<file path="src/rtl/tsc_pkg.sv">
`timescale 1ns/1ps
package tsc_pkg;
  localparam int CTL_W = 8;

  // Control word, bit 7 first
  typedef struct packed {
    logic aux_msg;       // bit 7, stored only
    logic aux_ind;       // bit 6, stored only
    logic loop_remote;   // bit 5, line rx byte -> line tx byte
    logic loop_local;    // bit 4, system tx byte -> system rx byte
    logic tst_tx;        // bit 3, stored only
    logic tst_rx;        // bit 2, stored only
    logic sig_from_reg;  // bit 1, transmit signalling from register
    logic clear_chan;    // bit 0, suppress bit robbing (T1)
  } ctl_word_t;
endpackage

</file>
<file path="src/rtl/tsc_ctrl_store.sv">
`timescale 1ns/1ps
module tsc_ctrl_store
  import tsc_pkg::*;
#(
  parameter int NSLOT  = 32,
  parameter int T1N    = 24,
  parameter int SIG_W  = 2,
  parameter int SLOT_W = 5
) (
  input  logic              clk,
  input  logic              rst_n,
  input  logic              mode_e1,
  input  logic              wr_en,
  input  logic              wr_sig_space,
  input  logic [SLOT_W-1:0] wr_slot,
  input  logic [CTL_W-1:0]  wr_data,
  input  logic              rd_sig_space,
  input  logic [SLOT_W-1:0] rd_slot,
  output logic [CTL_W-1:0]  rd_data,
  input  logic [SLOT_W-1:0] lk_slot,
  output logic              lk_live,
  output logic              lk_loop_local,
  output logic              lk_loop_remote,
  output logic              lk_sig_from_reg,
  output logic              lk_clear_chan,
  output logic [SIG_W-1:0]  lk_sig,
  input  logic              rf_en,
  input  logic [SLOT_W-1:0] rf_slot,
  input  logic [SIG_W-1:0]  rf_val
);
  ctl_word_t        word_all [NSLOT];
  logic [SIG_W-1:0] sig_all  [NSLOT];
  ctl_word_t        lk_word;

  for (genvar g = 0; g < NSLOT; g++) begin : g_slot
    localparam bit IN_T1 = (g < T1N);
    logic             live;
    ctl_word_t        word_q;
    logic [SIG_W-1:0] sig_q;
    logic             hit_w;
    logic             hit_r;

    assign live  = mode_e1 || IN_T1;
    assign hit_w = wr_en && live && (wr_slot == SLOT_W'(g));
    assign hit_r = rf_en && (rf_slot == SLOT_W'(g));

    always_ff @(posedge clk or negedge rst_n) begin
      if (!rst_n)                     word_q <= '0;
      else if (hit_w && !wr_sig_space) word_q <= ctl_word_t'(wr_data);
    end

    always_ff @(posedge clk or negedge rst_n) begin
      if (!rst_n)                    sig_q <= '0;
      else if (hit_r)                sig_q <= rf_val;
      else if (hit_w && wr_sig_space) sig_q <= wr_data[SIG_W-1:0];
    end

    assign word_all[g] = live ? word_q : '0;
    assign sig_all[g]  = live ? sig_q  : '0;
  end

  assign rd_data = rd_sig_space ? CTL_W'(sig_all[rd_slot]) : word_all[rd_slot];

  assign lk_word         = word_all[lk_slot];
  assign lk_sig          = sig_all[lk_slot];
  assign lk_live         = mode_e1 || (int'(lk_slot) < T1N);
  assign lk_loop_local   = lk_word.loop_local;
  assign lk_loop_remote  = lk_word.loop_remote;
  assign lk_sig_from_reg = lk_word.sig_from_reg;
  assign lk_clear_chan   = lk_word.clear_chan;
endmodule

</file>
<file path="src/rtl/tsc_slot_xform.sv">
`timescale 1ns/1ps
module tsc_slot_xform #(
  parameter int BYTE_W = 8,
  parameter int SIG_W  = 2,
  parameter int PH_W   = 1
) (
  input  logic              mode_e1,
  input  logic              live,
  input  logic              loop_local,
  input  logic              loop_remote,
  input  logic              sig_from_reg,
  input  logic              clear_chan,
  input  logic [SIG_W-1:0]  sig_stored,
  input  logic [BYTE_W-1:0] tx_in,
  input  logic [BYTE_W-1:0] rx_in,
  input  logic [SIG_W-1:0]  sig_in,
  input  logic              sig_frame,
  input  logic [PH_W-1:0]   sig_phase,
  output logic [BYTE_W-1:0] tx_out,
  output logic [BYTE_W-1:0] rx_out,
  output logic [SIG_W-1:0]  sig_out,
  output logic              refresh
);
  logic              rob;
  logic [BYTE_W-1:0] robbed;

  assign sig_out = sig_from_reg ? sig_stored : sig_in;
  assign rob     = live && !mode_e1 && sig_frame && !clear_chan;
  assign robbed  = {tx_in[BYTE_W-1:1], sig_out[sig_phase]};

  always_comb begin
    if (loop_remote) tx_out = rx_in;
    else if (rob)    tx_out = robbed;
    else             tx_out = tx_in;
  end

  assign rx_out  = loop_local ? tx_in : rx_in;
  assign refresh = live && !sig_from_reg;
endmodule

</file>
<file path="src/rtl/tsc_out_stage.sv">
`timescale 1ns/1ps
module tsc_out_stage #(
  parameter int W = 8
) (
  input  logic         clk,
  input  logic         rst_n,
  input  logic         in_valid,
  output logic         in_ready,
  input  logic [W-1:0] in_data,
  output logic         out_valid,
  input  logic         out_ready,
  output logic [W-1:0] out_data
);
  logic         v_q;
  logic [W-1:0] d_q;

  assign in_ready = !v_q || out_ready;

  always_ff @(posedge clk or negedge rst_n) begin
    if (!rst_n) begin
      v_q <= 1'b0;
      d_q <= '0;
    end else if (in_ready) begin
      v_q <= in_valid;
      if (in_valid) d_q <= in_data;
    end
  end

  assign out_valid = v_q;
  assign out_data  = d_q;
endmodule

</file>
<file path="src/rtl/tslot_ctrl_path.sv">
`timescale 1ns/1ps
module tslot_ctrl_path
  import tsc_pkg::*;
#(
  parameter int T1_SLOTS = 24,
  parameter int E1_SLOTS = 32,
  parameter int BYTE_W   = 8,
  parameter int SIG_W    = 2,
  localparam int SLOT_W  = $clog2(E1_SLOTS),
  localparam int ADDR_W  = SLOT_W + 1,
  localparam int PH_W    = (SIG_W > 1) ? $clog2(SIG_W) : 1
) (
  input  logic              clk,
  input  logic              rst_n,
  input  logic              mode_e1,
  input  logic              reg_we,
  input  logic [ADDR_W-1:0] reg_addr,
  input  logic [CTL_W-1:0]  reg_wdata,
  output logic [CTL_W-1:0]  reg_rdata,
  input  logic              in_valid,
  output logic              in_ready,
  input  logic [SLOT_W-1:0] in_slot,
  input  logic [BYTE_W-1:0] in_tx_byte,
  input  logic [BYTE_W-1:0] in_rx_byte,
  input  logic [SIG_W-1:0]  in_sig,
  input  logic              in_sig_frame,
  input  logic [PH_W-1:0]   in_sig_phase,
  output logic              out_valid,
  input  logic              out_ready,
  output logic [SLOT_W-1:0] out_slot,
  output logic [BYTE_W-1:0] out_tx_byte,
  output logic [BYTE_W-1:0] out_rx_byte,
  output logic [SIG_W-1:0]  out_sig
);
  localparam int PW = SLOT_W + 2 * BYTE_W + SIG_W;

  logic              lk_live, lk_loop_local, lk_loop_remote, lk_sig_from_reg, lk_clear_chan;
  logic [SIG_W-1:0]  lk_sig;
  logic [BYTE_W-1:0] x_tx, x_rx;
  logic [SIG_W-1:0]  x_sig;
  logic              x_refresh;
  logic              beat_acc;
  logic [PW-1:0]     pack_in, pack_out;

  assign beat_acc = in_valid && in_ready;

  tsc_ctrl_store #(
    .NSLOT(E1_SLOTS), .T1N(T1_SLOTS), .SIG_W(SIG_W), .SLOT_W(SLOT_W)
  ) u_store (
    .clk(clk), .rst_n(rst_n), .mode_e1(mode_e1),
    .wr_en(reg_we), .wr_sig_space(reg_addr[ADDR_W-1]),
    .wr_slot(reg_addr[SLOT_W-1:0]), .wr_data(reg_wdata),
    .rd_sig_space(reg_addr[ADDR_W-1]), .rd_slot(reg_addr[SLOT_W-1:0]),
    .rd_data(reg_rdata),
    .lk_slot(in_slot), .lk_live(lk_live),
    .lk_loop_local(lk_loop_local), .lk_loop_remote(lk_loop_remote),
    .lk_sig_from_reg(lk_sig_from_reg), .lk_clear_chan(lk_clear_chan),
    .lk_sig(lk_sig),
    .rf_en(beat_acc && x_refresh), .rf_slot(in_slot), .rf_val(in_sig)
  );

  tsc_slot_xform #(
    .BYTE_W(BYTE_W), .SIG_W(SIG_W), .PH_W(PH_W)
  ) u_xform (
    .mode_e1(mode_e1), .live(lk_live),
    .loop_local(lk_loop_local), .loop_remote(lk_loop_remote),
    .sig_from_reg(lk_sig_from_reg), .clear_chan(lk_clear_chan),
    .sig_stored(lk_sig),
    .tx_in(in_tx_byte), .rx_in(in_rx_byte), .sig_in(in_sig),
    .sig_frame(in_sig_frame), .sig_phase(in_sig_phase),
    .tx_out(x_tx), .rx_out(x_rx), .sig_out(x_sig), .refresh(x_refresh)
  );

  assign pack_in = {in_slot, x_tx, x_rx, x_sig};

  tsc_out_stage #(.W(PW)) u_out (
    .clk(clk), .rst_n(rst_n),
    .in_valid(in_valid), .in_ready(in_ready), .in_data(pack_in),
    .out_valid(out_valid), .out_ready(out_ready), .out_data(pack_out)
  );

  assign {out_slot, out_tx_byte, out_rx_byte, out_sig} = pack_out;
endmodule

</file>
<file path="config.mk">
export PLATFORM = sky130hd
export DESIGN_NAME = tslot_ctrl_path
export DESIGN_NICKNAME = d
export VERILOG_FILES = /design/src/rtl/tsc_pkg.sv /design/src/rtl/tsc_ctrl_store.sv /design/src/rtl/tsc_slot_xform.sv /design/src/rtl/tsc_out_stage.sv /design/src/rtl/tslot_ctrl_path.sv
export SDC_FILE = /design/constraint.sdc
export NUM_CORES = 1
export LEC_CHECK = 0
export BUFFER_PORTS_ARGS = -buffer_cell sky130_fd_sc_hd__buf_2
export CORE_ASPECT_RATIO = 2
export CORE_MARGIN = 5
export CORE_UTILIZATION = 50
export CTS_CLUSTER_DIAMETER = 80
export CTS_CLUSTER_SIZE = 25
export DETAILED_ROUTE_END_ITERATION = 8
export MAX_ROUTING_LAYER = met4
export PLACE_DENSITY = 0.73
export SETUP_SLACK_MARGIN = 0.02
export SLEW_MARGIN = 15
export SYNTH_ARGS = -nofsm -noshare
export SYNTH_HDL_FRONTEND = slang
export SYNTH_SLANG_ARGS = --single-unit
export TNS_END_PERCENT = 1
</file>
<file path="constraint.sdc">
create_clock -name clk -period 6.9 [get_ports clk]
set_input_delay 1.38 -clock clk [delete_from_list [all_inputs] [get_ports clk]]
set_output_delay 1.38 -clock clk [all_outputs]
set_load 0.005 [all_outputs]
</file>
==> results of run 1 <==
==> worst max path at each step <==
stage / from / endpoint / slack [ns] / depth (start not counted)
after floorplan: reg_addr[0] / reg_rdata[1] / 2.38 / 5
after global placement: reg_addr[0] / reg_rdata[0] / 1.36 / 9
after CTS: reg_addr[0] / reg_rdata[0] / 1.29 / 9
after detailed placement: reg_addr[0] / reg_rdata[0] / 1.30 / 9
final: reg_addr[0] / reg_rdata[0] / 1.30 / 9
after global routing: reg_addr[0] / reg_rdata[0] / 1.12 / 9
==> metrics by stage <==
| stage | hold WS (ns) | utilization [%] |
|---|---|---|
| 2_1_floorplan | 0.471 | - |
| 3_3_place_gp | 0.462 | 51.9 |
| 3_5_place_dp | 0.470 | 51.9 |
| 4_1_cts | 0.495 | 53.1 |
| 5_1_grt | 0.517 | 53.1 |
| 6_report | 0.492 | 53.1 |
==> cell families (layout without fill, tap and decap cells) <==
group,Yosys count,after routing
buffers and inverters,124,124
AO/OA/AOI/OAI,112,112
multiplexers,556,556
flip-flops,344,344
AND/OR/NAND/NOR,244,244
==> flip-flops by register name, summed over array words and instances, names as in the netlist <==
signal / count
u_store.g_slot.word_q: 256
u_store.g_slot.sig_q: 64
u_out.out_data: 23
u_out.out_valid: 1
==> cell usage after synthesis, types with 10 or more instances <==
master,n,area [um2]
a21oi_1,10,50.1
and3_1,10,62.6
buf_1,14,52.6
buf_2,23,115
buf_4,12,90.1
clkbuf_1,56,210
dfrtp_1,344,8610
mux2_2,267,3010
mux2i_1,171,1710
mux4_1,22,578
mux4_2,96,2160
nand2_1,86,323
nand2b_1,13,81.3
nand3_1,15,75.1
nor2_1,65,244
nor3_1,10,50.1
o21ai_0,21,105
o22ai_1,10,62.6
==> power breakdown <==
group,total (W),internal (W),switching (W)
clock,0.00109,0.000448,0.000642
sequential,0.00254,0.00230,0.000242
combinational,0.000960,0.000495,0.000465
==> metal layers <==
layer / wire length [um] / up-vias / part of all wire [%] / track usage [%]
met4: 5820 / 0 / 10 / 21.7
li1: - / 5169 / - / -
met1: 18300 / 6560 / 33 / 29.3
met3: 3030 / 282 / 5.4 / 2.86
met5: 0 / - / 0 / -
met2: 28600 / 674 / 51 / 46.0
==> worst max-delay path, stage by stage <==
cell and delay [ns]:
buf_6 0.61, buf_4 0.58, nor4bb_1 0.25, a22oi_1 0.23, nand3_1 0.09, a21oi_1 0.21, o22ai_1 0.11, mux4_2 0.52
buf_2 0.15
==> final cells by class <==
class,count,area share (%)
multi-input cells,912,48.0
well taps,459,2.92
clock inverters,1,0.0446
clock buffers,17,2.16
flip-flops and latches,344,43.8
inverters,11,0.216
repair buffers,95,2.82
==> results.sh, run 1 <==
export IMPL_wl_per_cell_um=30.3
export IMPL_diodes=0
export IMPL_start_util_pct=50.4
export IMPL_fp_dieArea_um2=41500
export IMPL_cts_tree="built"
export IMPL_fin_area_um2=19700
export IMPL_worstSetupPathType="input port to primary output"
export IMPL_setup_viol=0
export IMPL_port_buffers=77
export IMPL_overflow=0
export IMPL_drv_cap=0
export IMPL_worst_ep_required_time_ns=5.52
export IMPL_tightest_slew_ns=1.14
export IMPL_synthCells=1380
export IMPL_clockRootBuffer="clkbuf_16"
export IMPL_antenna_found_initial=0
export IMPL_fin_crit_ns=5.60
export IMPL_holdPathEnd="u_out.out_data[0]"
export IMPL_post_cts_resized=0
export IMPL_ys_seq_elements=344
export IMPL_ant_nets=0
export IMPL_core_um2=37000
export IMPL_syn_area_per_cell_um2=13.5
export IMPL_numCtsBuffers=17
export IMPL_r2r_start="u_store.g_slot[29].word_q[1]"
export IMPL_yosys_warnings=0
export IMPL_finalWirelength_um=55700
export IMPL_synth_edf_count=0
export IMPL_syn_nets=1425
export IMPL_grt_max_degree=176
export IMPL_grt_pass1_vias=13600
export IMPL_max_freq_ghz=0.179
export IMPL_place_ws_ns=1.30
export IMPL_num_rows=100
export IMPL_die_w_um=147
export IMPL_ctsHoldBuffers=0
export IMPL_end_kind="primary output"
export IMPL_cp_start_kind="input port"
export IMPL_status="complete, no violations"
export IMPL_synth_flop_cell="dfrtp_1"
export IMPL_fin_skew_ns=0.0225
export IMPL_r2r_setup_slack_ns=4.33
export IMPL_die_h_um=283
export IMPL_ios=78
export IMPL_maxSlewHeadroom_pct=23.8
export IMPL_fin_crit_sh_pct=81.1
export IMPL_place_inst=1821
export IMPL_peakVddDrop_mv=0.145
export IMPL_async_flop_share_pct=100
export IMPL_grt_use_total_pct=27.4
export IMPL_fin_nets=1426
export IMPL_synth_fa_ha_area_share_pct=0
export IMPL_drt_iter0_drc=1244
export IMPL_p_leak_nw=8.81
export IMPL_gpl_final_weighted_congestion=0.996
export IMPL_max_clock_path_buffers=3
export IMPL_p_total_w=0.00459
export IMPL_final_cell_mix="dfrtp_1, mux2_2, mux2i_1"
export IMPL_htreeDepth=1
export IMPL_rsz0062_at_grt="no"
export IMPL_first_pass_iters=6
export IMPL_min_path_type="flop to flop"
export IMPL_layout_drive_gt1_share_pct=35.9
export IMPL_finalSetupTns_ns=0
export IMPL_clk_pin_slew_worst_paths_ns=0.10
export IMPL_slew_viol_final=0
export IMPL_cts_sinks=344
export IMPL_synth_area_um2=18700
export IMPL_crit_arrival_ns=4.22
export IMPL_nFillCells=3080
export IMPL_seq_area_frac_synth_pct=46.1
export IMPL_synthXorXnorAreaFrac_pct=0
export IMPL_synth_area_mux_share_pct=40.0
export IMPL_final_common_cell="dfrtp_1"
export IMPL_hold_start="u_out.out_data[0]"
export IMPL_instances_no_fill=1839
export IMPL_drc=0
export IMPL_num_vias=12700
export IMPL_regArea_um2=8610
export IMPL_synthToLayoutAreaGrowth_pct=5.35
export IMPL_ff2ff_path_depth=6
export IMPL_multiInputGateArea_um2=9440
export IMPL_clkLatencyLatePin_ns=0.54
export IMPL_grt_pass1_wl_um=84700
export IMPL_vias_per_cell=6.90
export IMPL_worst_path_max_fanout=68
export IMPL_power_density_nw_per_um2=234
export IMPL_setup_ws_ns=1.30
export IMPL_synth_compound_area_share_pct=4.35
export IMPL_hold_viol=0
export IMPL_dpl_instance_area_um2=19200
export IMPL_yosys_area_share_simple_pct=6.26
export IMPL_cts_setup_buffers=0
export IMPL_dpl_hpwl_um=38800
export IMPL_hold_depth=2
export IMPL_synth_top_family_by_area="multiplexers"
export IMPL_r2r_end="u_store.g_slot[17].sig_q[0]"
export IMPL_synth_distinct_cells=70
(Power assumes the default switching activity.)
==> inputs of run 2 (changes only) <==
Clock period 6.9 ns to 5.4 ns, I/O delays scaled along.
==> run 2 against run 1 <==
Effect of this change:
- critical path depth shrank 2
- via count down 0.99%
- design area rose by 1.0%
- routed wire length about the same
- sequential share of layout area decreased by 0.43 points
- register-to-register slack got worse by 1.9 ns
- clock-buffer cell count is 2 higher
- largest power group unchanged
==> results.sh, run 2 (synthesis gave the netlist of run 1 again) <==
export IMPL_die_w_um=147
export IMPL_clockRootBuffer="clkbuf_16"
export IMPL_max_freq_ghz=0.198
export IMPL_antenna_found_initial=0
export IMPL_power_switching_w=0.00174
export IMPL_p_leak_nw=8.93
export IMPL_clkLatencyLatePin_ns=0.54
export IMPL_grt_use_total_pct=27.6
export IMPL_htreeDepth=1
export IMPL_grt_pass1_wl_um=85100
export IMPL_slew_viol_final=0
export IMPL_worst_path_max_fanout=42
export IMPL_clk_pin_slew_worst_paths_ns=0.10
export IMPL_num_rows=100
export IMPL_worstSetupPathType="input port to primary output"
export IMPL_min_path_type="flop to flop"
export IMPL_finalSetupTns_ns=0
export IMPL_synthToLayoutAreaGrowth_pct=6.40
export IMPL_fin_skew_ns=0.0225
export IMPL_peakVddDrop_mv=0.237
export IMPL_power_frac_seq_pct=54.7
export IMPL_cts_setup_buffers=0
export IMPL_fin_crit_ns=5.06
export IMPL_finalWirelength_um=55700
export IMPL_setup_ws_ns=0.342
export IMPL_fin_nets=1445
export IMPL_final_common_cell="dfrtp_1"
export IMPL_port_buffers=77
export IMPL_hold_viol=0
export IMPL_final_cell_mix="dfrtp_1, mux2_2, mux2i_1"
export IMPL_status="complete, no violations"
export IMPL_num_vias=12600
export IMPL_holdPathEnd="u_out.out_data[1]"
export IMPL_place_ws_ns=0.664
export IMPL_first_pass_iters=7
export IMPL_crit_start="reg_addr[1]"
export IMPL_ant_nets=0
export IMPL_p_clk_share_pct=24.2
export IMPL_numCtsBuffers=17
export IMPL_start_util_pct=50.4
export IMPL_cts_sinks=344
export IMPL_top_register="u_store.g_slot.word_q"
export IMPL_combPwrFrac_pct=21.1
export IMPL_setup_viol=0
export IMPL_p_sw_share_pct=29.4
export IMPL_cp_start_kind="input port"
export IMPL_dpl_hpwl_um=38900
export IMPL_cp_slowest_cell="mux2i_1"
export IMPL_post_cts_resized=0
export IMPL_power_density_nw_per_um2=298
export IMPL_overflow=0
export IMPL_end_kind="primary output"
export IMPL_cts_tree="built"
export IMPL_diodes=0
export IMPL_hold_depth=2
export IMPL_r2r_setup_slack_ns=2.40
export IMPL_path_cells="buf_4 > buf_4 > mux4_2 > mux2i_1 > o22ai_1 > mux4_2 > buf_2"
export IMPL_p_int_w=0.00418
export IMPL_crit_arrival_ns=3.98
export IMPL_ios=78
export IMPL_grt_max_degree=126
export IMPL_maxSlewHeadroom_pct=20.1
export IMPL_grt_pass1_vias=13500
export IMPL_r2r_start="u_store.g_slot[29].word_q[5]"
export IMPL_core_um2=37000
export IMPL_ff2ff_path_depth=6
export IMPL_cpPeakStageDelay_ns=0.70
export IMPL_r2r_end="u_out.out_data[10]"
export IMPL_drt_iter0_drc=1085
export IMPL_drv_cap=0
export IMPL_die_h_um=283
export IMPL_ctsHoldBuffers=0
export IMPL_layout_drive_gt1_share_pct=36.7
export IMPL_wl_per_cell_um=29.9
export IMPL_rsz0062_at_grt="no"
export IMPL_fin_crit_sh_pct=93.7
export IMPL_gpl_final_weighted_congestion=1.06
export IMPL_hold_start="u_out.out_data[1]"
export IMPL_worst_ep_required_time_ns=4.32
export IMPL_largest_register_ff_count=256
export IMPL_vias_per_cell=6.75
export IMPL_max_clock_path_buffers=3
export IMPL_tightest_slew_ns=1.19
export IMPL_drc=0
export IMPL_fp_dieArea_um2=41500
[run 2: cell type report]
type                            instances  area (um2)
Inverter                               11        42.5
Fill cell                            3090       17200
Timing Repair Buffer                  114         734
Sequential cell                       344        8610
Clock inverter                          2        13.8
Clock buffer                           19         443
Multi-Input combinational cell        912        9440
Tap cell                              459         574
[run 2: stage by stage]
step	cells	hold WS [ns]	util [%]	power (W)	area, um2
floorplan	1380	0.471	-	0.00402	18700
global placement	1840	0.461	52.4	0.00445	19400
detailed placement	1840	0.470	52.4	0.00451	19400
CTS	1861	0.493	53.6	0.00592	19900
global route	1861	0.519	53.6	0.00614	19900
finish	1861	0.492	53.6	0.00592	19900
[run 2: worst max-delay path by stage]
| stage | endpoint |
|---|---|
| after floorplan | reg_rdata[1] |
| after global placement | reg_rdata[1] |
| after detailed placement | reg_rdata[1] |
| after CTS | reg_rdata[1] |
| after global routing | reg_rdata[0] |
| final | reg_rdata[0] |
[run 2: layer usage]
metal,global-route usage [%],part of all wire (%),vias up
met5,-,0,-
met4,19.7,9.3,0
met3,3.12,5.3,234
met2,46.6,51,606
met1,30.0,34,6494
li1,-,-,5225
[run 2: power by group through the flow]
stage	registers [W]	clock network (W)	logic [W]
finish	0.00324	0.00143	0.00125
global route	0.00327	0.00154	0.00134
CTS	0.00322	0.00146	0.00124
detailed placement	0.00327	0	0.00124
global placement	0.00325	0	0.00120
floorplan	0.00315	0	0.000870
[run 2: worst max-delay path: cells and delay by family]
family	cells	cell delay (ns)
muxes	3	1.56
buffers and inverters	3	1.03
AOI/OAI and AO/OA	1	0.26
==> inputs of run 3 (changes only) <==
Settings changed: CTS_CLUSTER_SIZE 25 to 16, PLACE_DENSITY 0.73 to 0.69, SLEW_MARGIN 15 to default.
==> run 3 against run 2 <==
Effect of this change:
- fmax grew 5.2%
- sequential cell count is the same
- sequential power is essentially flat
- register-to-register slack gained 0.19 ns
- utilization grew 0.37 points
- via count grew 0.81%
- die area is the same
- total power grew 4.9%
- hold slack lost 0.012 ns
- worst setup slack gained 0.25 ns
- combinational power is essentially flat
==> results.sh, run 3 (synthesis gave the netlist of run 1 again) <==
export IMPL_power_density_nw_per_um2=310
export IMPL_largest_register_ff_count=256
export IMPL_start_util_pct=50.4
export IMPL_ctsHoldBuffers=0
export IMPL_vias_per_cell=6.79
export IMPL_first_pass_iters=6
export IMPL_ff2ff_path_depth=6
export IMPL_setup_viol=0
export IMPL_ios=78
export IMPL_grt_pass1_vias=13800
export IMPL_cts_tree="built"
export IMPL_grt_pass1_wl_um=87300
export IMPL_r2r_start="u_store.g_slot[29].word_q[5]"
export IMPL_final_common_cell="dfrtp_1"
export IMPL_hold_depth=2
export IMPL_top_register="u_store.g_slot.word_q"
export IMPL_fin_nets=1451
export IMPL_holdPathEnd="u_out.out_data[0]"
export IMPL_numCtsBuffers=25
export IMPL_drc=0
export IMPL_port_buffers=77
export IMPL_hold_viol=0
export IMPL_p_leak_nw=8.99
export IMPL_finalWirelength_um=57800
export IMPL_r2r_end="u_out.out_data[10]"
export IMPL_r2r_setup_slack_ns=2.59
export IMPL_drt_iter0_drc=1010
export IMPL_drv_cap=0
export IMPL_min_path_type="flop to flop"
export IMPL_dpl_hpwl_um=41200
export IMPL_clockRootBuffer="clkbuf_16"
export IMPL_fin_skew_ns=0.0154
export IMPL_fin_area_um2=20000
export IMPL_max_clock_path_buffers=3
export IMPL_hold_start="u_out.out_data[0]"
export IMPL_tightest_slew_ns=1.33
export IMPL_peakVddDrop_mv=0.256
export IMPL_cts_sinks=344
export IMPL_post_cts_resized=0
export IMPL_ant_nets=0
export IMPL_diodes=0
export IMPL_core_um2=37000
export IMPL_maxSlewHeadroom_pct=10.8
export IMPL_antenna_found_initial=0
export IMPL_finalSetupTns_ns=0
export IMPL_clk_pin_slew_worst_paths_ns=0.07
export IMPL_rsz0062_at_grt="no"
export IMPL_num_vias=12700
export IMPL_die_w_um=147
export IMPL_htreeDepth=1
export IMPL_end_kind="primary output"
export IMPL_wl_per_cell_um=31.0
export IMPL_grt_max_degree=120
export IMPL_nFillCells=3078
export IMPL_fin_crit_ns=4.81
export IMPL_synthToLayoutAreaGrowth_pct=7.14
export IMPL_status="complete, no violations"
export IMPL_final_cell_mix="dfrtp_1, mux2_2, mux2i_1"
export IMPL_worstSetupPathType="input port to primary output"
export IMPL_fin_crit_sh_pct=89.0
export IMPL_layout_drive_gt1_share_pct=36.9
export IMPL_cts_setup_buffers=0
export IMPL_timing_hold_ws_ns=0.480
export IMPL_die_h_um=283
export IMPL_max_freq_ghz=0.208
export IMPL_clkLatencyLatePin_ns=0.56
export IMPL_num_rows=100
export IMPL_grt_use_total_pct=28.5
export IMPL_slew_viol_final=0
export IMPL_gpl_final_weighted_congestion=0.975
export IMPL_cp_start_kind="input port"
export IMPL_dpl_instance_area_um2=19400
export IMPL_overflow=0
export IMPL_worst_ep_required_time_ns=4.32
export IMPL_worst_path_max_fanout=70
export IMPL_crit_arrival_ns=3.73
export IMPL_fp_dieArea_um2=41500
## run 3: changes by cell type in the layout (fill, tap and decap cells not counted)
cell and change:
clkbuf_1 -1, clkbuf_16 +8, buf_12 -2, clkinv_2 -1, clkbuf_8 -1
## run 3: area by class of cell
type	instances	area [um2]	share of cell area, %
clock buffer	25	626	3.13
clock inverter	1	8.76	0.0438
inverter	11	42.5	0.213
multi-input combinational	912	9440	47.2
sequential	344	8610	43.1
tap	459	574	2.87
timing repair buffer	112	694	3.47
## run 3: stage by stage
stage | instances | power, W | utilization (%) | setup slack, ns
final | 1864 | 0.00621 | 54.0 | 0.594
after global routing | 1864 | 0.00644 | 54.0 | 0.450
after CTS | 1864 | 0.00623 | 54.0 | 0.604
after detailed placement | 1838 | 0.00452 | 52.3 | 0.599
after global placement | 1838 | 0.00447 | 52.3 | 0.660
after floorplan | 1380 | 0.00402 | - | 1.48
## run 3: how the worst max path moves through the flow
stage | start | endpoint | slack (ns) | cells past startpoint
3_3_place_gp | reg_addr[0] | reg_rdata[1] | 0.66 | 7
2_1_floorplan | reg_addr[0] | reg_rdata[1] | 1.48 | 5
4_1_cts | reg_addr[0] | reg_rdata[1] | 0.60 | 7
6_report | reg_addr[0] | reg_rdata[1] | 0.59 | 7
3_5_place_dp | reg_addr[0] | reg_rdata[1] | 0.60 | 7
5_1_grt | reg_addr[0] | reg_rdata[1] | 0.45 | 7
## run 3: power breakdown
group | total (W) | internal, W | switching, W | leakage [nW]
logic | 0.00123 | 0.000639 | 0.000593 | 4.15
clock network | 0.00171 | 0.000822 | 0.000888 | 0.313
registers | 0.00326 | 0.00294 | 0.000321 | 4.53
total | 0.00621 | 0.00440 | 0.00180 | 8.99
## run 3: critical path: stages
cell and delay (ns):
buf_6 0.59, nor2_1 0.37, a221o_1 0.44, a222oi_1 0.42
o22ai_1 0.14, mux4_2 0.51, buf_2 0.15
## run 3: routing by layer
metal  track usage, %  share of wire, %  up-vias
met5                -                 0        -
met4             22.4                10        0
met3             3.01               4.9      226
met2             48.8                52      570
met1             29.6                33     6628
li1                 -                 -     5237
